## config.mk

```make
export PLATFORM = sky130hd
export DESIGN_NAME = zq_update_sched
export DESIGN_NICKNAME = d
export VERILOG_FILES = /design/src/rtl/zq_pkg.sv /design/src/rtl/zq_pwrup_timer.sv /design/src/rtl/zq_read_tracker.sv /design/src/rtl/zq_term_latch.sv /design/src/rtl/zq_update_sched.sv
export SDC_FILE = /design/constraint.sdc
export NUM_CORES = 1
export LEC_CHECK = 0
export ABC_CLOCK_PERIOD_IN_PS = 2250
export BUFFER_PORTS_ARGS = -buffer_cell sky130_fd_sc_hd__buf_2
export CAP_MARGIN = 15
export CORE_ASPECT_RATIO = 1.25
export CORE_UTILIZATION = 25
export CTS_CLUSTER_SIZE = 28
export DETAILED_ROUTE_END_ITERATION = 6
export PLACE_DENSITY_LB_ADDON = 0.15
export SLEW_MARGIN = 20
export SYNTH_ARGS = -nofsm -noshare
export SYNTH_HDL_FRONTEND = slang
export SYNTH_HIERARCHICAL = 1
export SYNTH_SLANG_ARGS = --single-unit
```

## constraint.sdc

```tcl
create_clock -name clk_i -period 2.25 [get_ports clk_i]
set_input_delay 0.675 -clock clk_i [delete_from_list [all_inputs] [get_ports clk_i]]
set_output_delay 0.675 -clock clk_i [all_outputs]
set_load 0.03 [all_outputs]
```

## src/rtl/zq_pkg.sv

```systemverilog
package zq_pkg;
  typedef enum logic [2:0] {
    CMD_NOP   = 3'd0,
    CMD_READ  = 3'd1,
    CMD_WRITE = 3'd2,
    CMD_AREF  = 3'd3,
    CMD_ACT   = 3'd4,
    CMD_PRE   = 3'd5,
    CMD_MRS   = 3'd6,
    CMD_DESEL = 3'd7
  } cmd_e;
endpackage

```

## src/rtl/zq_pwrup_timer.sv

```systemverilog
module zq_pwrup_timer #(
  parameter int unsigned CAL_CYCLES = 2000
) (
  input  logic clk_i,
  input  logic rst_ni,
  input  logic stable_i,
  output logic ready_o
);
  localparam int unsigned CW = $clog2(CAL_CYCLES + 1);
  localparam logic [CW-1:0] LIM = CW'(CAL_CYCLES);

  logic [CW-1:0] cnt_q;

  always_ff @(posedge clk_i or negedge rst_ni) begin
    if (!rst_ni)          cnt_q <= '0;
    else if (!stable_i)   cnt_q <= '0;
    else if (cnt_q != LIM) cnt_q <= cnt_q + 1'b1;
  end

  assign ready_o = (cnt_q == LIM);

  p_cnt_bound_r7: assert property (@(posedge clk_i) disable iff (!rst_ni)
    cnt_q <= LIM);
  p_unstable_clears_r7: assert property (@(posedge clk_i) disable iff (!rst_ni)
    !stable_i |=> !ready_o);
endmodule

```

## src/rtl/zq_read_tracker.sv

```systemverilog
module zq_read_tracker #(
  parameter int unsigned READ_LAT  = 5,
  parameter int unsigned BL_SHORT  = 4,
  parameter int unsigned BL_LONG   = 8
) (
  input  logic clk_i,
  input  logic rst_ni,
  input  logic read_i,
  input  logic long_i,
  output logic busy_o
);
  localparam int unsigned SHORT_WIN = READ_LAT + BL_SHORT / 2;
  localparam int unsigned LONG_WIN  = READ_LAT + BL_LONG / 2;
  localparam int unsigned CW        = $clog2(LONG_WIN + 1);

  logic [CW-1:0] cnt_q;

  always_ff @(posedge clk_i or negedge rst_ni) begin
    if (!rst_ni)            cnt_q <= '0;
    else if (read_i)        cnt_q <= long_i ? CW'(LONG_WIN) : CW'(SHORT_WIN);
    else if (cnt_q != '0)   cnt_q <= cnt_q - 1'b1;
  end

  assign busy_o = (cnt_q != '0);

  p_busy_after_read_r2: assert property (@(posedge clk_i) disable iff (!rst_ni)
    read_i |=> busy_o);
  p_busy_bound_r9: assert property (@(posedge clk_i) disable iff (!rst_ni)
    cnt_q <= CW'(LONG_WIN));
endmodule

```

## src/rtl/zq_term_latch.sv

```systemverilog
module zq_term_latch (
  input  logic clk_i,
  input  logic rst_ni,
  input  logic init_i,
  input  logic ca_sel_i,
  input  logic dq_sel_i,
  output logic ca_o,
  output logic dq_o
);
  logic locked_q;

  always_ff @(posedge clk_i or negedge rst_ni) begin
    if (!rst_ni) begin
      locked_q <= 1'b0;
      ca_o     <= 1'b0;
      dq_o     <= 1'b0;
    end else begin
      locked_q <= locked_q | ~init_i;
      if (init_i && !locked_q) begin
        ca_o <= ca_sel_i;
        dq_o <= dq_sel_i;
      end
    end
  end

  p_term_frozen_r8: assert property (@(posedge clk_i) disable iff (!rst_ni)
    locked_q |=> ($stable(ca_o) && $stable(dq_o)));
endmodule

```

## src/rtl/zq_update_sched.sv

```systemverilog
module zq_update_sched
  import zq_pkg::*;
#(
  parameter int unsigned CODE_W   = 6,
  parameter logic [CODE_W-1:0] RST_CODE = CODE_W'(32),
  parameter int unsigned CLK_HZ   = 100_000_000,
  parameter int unsigned CAL_US   = 20,
  parameter int unsigned READ_LAT = 5
) (
  input  logic              clk_i,
  input  logic              rst_ni,
  input  logic              clk_stable_i,
  input  logic [2:0]        cmd_i,
  input  logic              burst_len_i,
  input  logic [CODE_W-1:0] cal_code_i,
  input  logic              cal_done_i,
  input  logic              init_i,
  input  logic              ca_sel_i,
  input  logic              dq_sel_i,
  output logic [CODE_W-1:0] drv_code_o,
  output logic              upd_strobe_o,
  output logic              cal_ready_o,
  output logic              read_busy_o,
  output logic              ca_term_o,
  output logic              dq_term_o
);
  localparam int unsigned CAL_CYCLES = (CLK_HZ / 1_000_000) * CAL_US;

  cmd_e cmd;
  logic permit, apply;

  assign cmd = cmd_e'(cmd_i);

  zq_pwrup_timer #(.CAL_CYCLES(CAL_CYCLES)) u_timer (
    .clk_i(clk_i), .rst_ni(rst_ni), .stable_i(clk_stable_i), .ready_o(cal_ready_o)
  );

  zq_read_tracker #(.READ_LAT(READ_LAT)) u_rd (
    .clk_i(clk_i), .rst_ni(rst_ni), .read_i(cmd == CMD_READ),
    .long_i(burst_len_i), .busy_o(read_busy_o)
  );

  zq_term_latch u_term (
    .clk_i(clk_i), .rst_ni(rst_ni), .init_i(init_i),
    .ca_sel_i(ca_sel_i), .dq_sel_i(dq_sel_i), .ca_o(ca_term_o), .dq_o(dq_term_o)
  );

  // refresh always safe; idle only outside a read burst
  assign permit = (cmd == CMD_AREF) || (cmd == CMD_NOP && !read_busy_o);
  assign apply  = permit && cal_done_i;

  always_ff @(posedge clk_i or negedge rst_ni) begin
    if (!rst_ni) begin
      drv_code_o   <= RST_CODE;
      upd_strobe_o <= 1'b0;
    end else begin
      upd_strobe_o <= apply;
      if (apply) drv_code_o <= cal_code_i;
    end
  end

  p_code_hold_busy_r4: assert property (@(posedge clk_i) disable iff (!rst_ni)
    (read_busy_o && cmd_i != 3'd3) |=> $stable(drv_code_o));
  p_no_update_other_r5: assert property (@(posedge clk_i) disable iff (!rst_ni)
    (cmd_i != 3'd0 && cmd_i != 3'd3) |=> !upd_strobe_o);
  p_strobe_needs_done_r6: assert property (@(posedge clk_i) disable iff (!rst_ni)
    !cal_done_i |=> (!upd_strobe_o && $stable(drv_code_o)));
  p_aref_applies_r3: assert property (@(posedge clk_i) disable iff (!rst_ni)
    (cmd_i == 3'd3 && cal_done_i) |=> (upd_strobe_o && drv_code_o == $past(cal_code_i)));
endmodule

```

==> load_flow_metrics.sql <==
INSERT INTO impl_metrics (metric_group, metric, value, unit) VALUES
('final_layout', 'fin_nets', '199', ''),
('logic_synthesis', 'postSynth.asyncResetShare', '1.00', ''),
('clocking', 'post_cts_hold_buffer_count', '0', ''),
('status', 'outcome', 'complete, no violations', ''),
('sta', 'hold_slack', '0.405', 'ns'),
('routing', 'drcViolationCount', '0', ''),
('final_layout', 'antenna_cells', '0', ''),
('sta', 'finalSetupViolCount', '0', ''),
('worst_setup_path', 'timing.critical_path.from_type', 'flop', ''),
('die', 'die-area', '0.00626', 'sq mm'),
('placement', 'gp_congestion', '0.761', ''),
('sta', 'timing.clock.skew', '0.00199', 'ns'),
('sta', 'rsz0062_at_grt', 'true', ''),
('placement', 'detailedPlacementHpwl', '2400', 'microns'),
('power_and_ir_drop', 'power_per_cell_area', '711', 'mW/mm^2'),
('final_layout', 'final-instance-count-excl-fill', '243', ''),
('routing', 'via_count', '1212', ''),
('die', 'num_io_pins', '28', ''),
('logic_synthesis', 'post_synth_num_cell_types', '40', ''),
('logic_synthesis', 'synth.top_cells.by_count', 'sky130_fd_sc_hd__dfrtp_1, sky130_fd_sc_hd__o22ai_1, sky130_fd_sc_hd__nor2_1', ''),
('job', 'timing.max_cap.violations', '0', ''),
('logic_synthesis', 'postSynthNetCount', '162', ''),
('clocking', 'tritoncts', 'yes', ''),
('sta', 'period_minus_slack', '2.19', 'ns'),
('placement', 'pre_cts_slack', '0.238', 'ns'),
('die', 'core_area', '0.00578', 'sq mm'),
('routing', 'viasPerCell', '4.99', ''),
('clocking', 'cts_buffer_depth', '2', ''),
('global_routing', 'grt_pass1_wl', '5620', 'microns'),
('routing', 'drt_wl_total', '3330', 'microns'),
('logic_synthesis', 'syn_inst', '141', ''),
('power_and_ir_drop', 'total_power', '0.00127', 'W'),
('sta', 'count_of_endpoints_failing_hold_in_the_final_timing_report', '0', ''),
('clocking', 'cts.sinks', '25', ''),
('logic_synthesis', 'synth.yosys.warnings', '6', ''),
('clocking', 'htreeDepth', '1', ''),
('final_layout', 'filler_cell_count', '597', ''),
('clocking', 'ctsRootBufferMaster', 'sky130_fd_sc_hd__clkbuf_8', ''),
('logic_synthesis', 'post-synth-top-area-cell', 'sky130_fd_sc_hd__dfrtp_1', ''),
('final_layout', 'post_route_cells_drive_above_1_share', '0.345', ''),
('die', 'floorplan.initialDensity', '0.257', ''),
('logic_synthesis', 'most_used_flip_flop_cell_after_synthesis', 'sky130_fd_sc_hd__dfrtp_1', ''),
('die', 'die_w', '70.9', 'microns'),
('worst_setup_path', 'worst_ep_required_time', '1.57', 'ns'),
('clocking', 'clk_pin_slew_worst_paths', '0.09', 'ns'),
('sta', 'totalNegativeSetupSlack', '0', 'ns'),
('worst_hold_path', 'path_type_of_the_worst_min_delay_path', 'input port to async pin', ''),
('routing', 'first_pass_iters', '6', ''),
('global_routing', 'maximum_number_of_pins_on_one_net_before_global_route_repair', '26', ''),
('worst_setup_path', 'kind_of_critical_path', 'flop to output pin', ''),
('worst_setup_path', 'worst-path-max-fanout', '2', ''),
('sta', 'timing.slew.headroom', '0.602', ''),
('logic_synthesis', 'yosys_register_bits', '25', ''),
('logic_synthesis', 'synth_area_leaders', 'sky130_fd_sc_hd__dfrtp_1, sky130_fd_sc_hd__o22ai_1, sky130_fd_sc_hd__ha_1', ''),
('placement', 'dp_cells', '234', ''),
('logic_synthesis', 'synth.most_common_cell', 'sky130_fd_sc_hd__dfrtp_1', ''),
('die', 'die_height', '88.2', 'microns'),
('die', 'row_count', '31', ''),
('global_routing', 'via_count_of_the_first_global_routing_pass', '1169', ''),
('clocking', 'cts_made_buffers', '3', ''),
('worst_setup_path', 'timing.critical_path.arrival', '1.52', 'ns'),
('clocking', 'clk_latency', '0.27', 'ns'),
('sta', 'timing.fmax', '456', 'MHz'),
('worst_setup_path', 'crit_path_end_kind', 'output pin', ''),
('final_layout', 'area_added_between_synthesis_and_finish', '20.7', '%'),
('global_routing', 'overall_track_demand_over_capacity_in_global_routing', '0.115', ''),
('global_routing', 'antenna_found_initial', '0', ''),
('logic_synthesis', 'ys_seq_area_frac', '0.422', ''),
('logic_synthesis', 'synthDominantCellAreaShare', '0.404', ''),
('sta', 'fraction_of_the_cycle_the_final_worst_path_needs', '0.975', ''),
('sta', 'final.setup.worst_slack', '0.0564', 'ns');
-- layout make-up --
type,instances,area [sq um],share of cell area
Clock buffer,4,45.0,0.0251
Inverter,9,36.3,0.0202
Multi-Input combinational cell,104,797,0.445
Sequential cell,25,631,0.352
Tap cell,66,82.6,0.0461
Timing Repair Buffer,35,201,0.112
-- metal layers --
metal | up-vias | share of wire | routed length (microns) | global-route usage
met5 | - | 0 | 0 | 0
met4 | 0 | 0.0087 | 29 | 0.0491
met3 | 2 | 0.024 | 81 | 0.0161
met2 | 17 | 0.51 | 1710 | 0.202
met1 | 605 | 0.45 | 1510 | 0.142
li1 | 588 | - | - | -
-- power breakdown --
| group | leakage (nW) | total (W) | switching (W) | internal, W |
|---|---|---|---|---|
| logic | 0.462 | 0.000427 | 0.000235 | 0.000192 |
| clock network | 0.0228 | 0.000272 | 0.000145 | 0.000127 |
| registers | 0.317 | 0.000575 | 0.0000608 | 0.000514 |
-- critical path, stage by stage (launching register included) --
cell	delay (ns)
sky130_fd_sc_hd__dfrtp_1	0.40
sky130_fd_sc_hd__or4b_4	0.55
sky130_fd_sc_hd__nor3_4	0.15
sky130_fd_sc_hd__buf_6	0.16
-- per-stage QoR --
step	area [sq um]	utilization
2_1_floorplan	1490	-
3_3_place_gp	1690	0.293
3_5_place_dp	1690	0.293
4_1_cts	1770	0.307
5_1_grt	1790	0.310
6_report	1790	0.310
-- sequential cells by signal (all words and copies together), names as in the netlist --
register	flops
u_timer/cnt_q	11
drv_code_o	6
u_rd/cnt_q	4
u_term/ca_o	1
u_term/dq_o	1
u_term/locked_q	1
upd_strobe_o	1
-- logic make-up (layout without fill, tap and decap cells) --
family / after synthesis / count (layout) / share of synthesized area
adder cells (fa/ha/maj): 4 / 4 / 0.0337
multiplexers: 5 / 5 / 0.0413
flip-flops: 25 / 25 / 0.422
AND/OR/NAND/NOR: 56 / 56 / 0.264
XOR/XNOR: 4 / 4 / 0.0236
AO/OA/AOI/OAI: 35 / 35 / 0.170
buffers and inverters: 12 / 48 / 0.0455
-- path summary, 6_finish.rpt --
kind	start	end	slack [ns]	depth (start not counted)
max	u_timer/cnt_q[5]	cal_ready_o	0.06	3
min	rst_ni	u_rd/cnt_q[3]	0.40	1
max reg2reg	u_rd/cnt_q[0]	drv_code_o[4]	0.60	6
min reg2reg	u_term/locked_q	u_term/locked_q	0.51	2
max in group asynchronous	rst_ni	u_timer/cnt_q[2]	1.42	1
min in group clk_i	u_term/locked_q	u_term/locked_q	0.51	2
-- cells in the final DEF, fill, tap and decap left out, drive strengths merged, types with 5 or more instances in the layout --
master	Yosys	final
buf	3	35
a21oi	7	7
inv	8	8
nor2	11	11
o22ai	13	13
o31ai	5	5
nand2	8	8
dfrtp	24	24
or2	6	6
or2b	6	6
a221oi	6	6
-- what timing repair did --
item,4_1_cts,5_1_grt
pin swaps,0,0
setup buffers,3,2
endpoints found under the setup margin,2,2
gates resized for setup,5,3
Power figures use the tool's default switching activity.
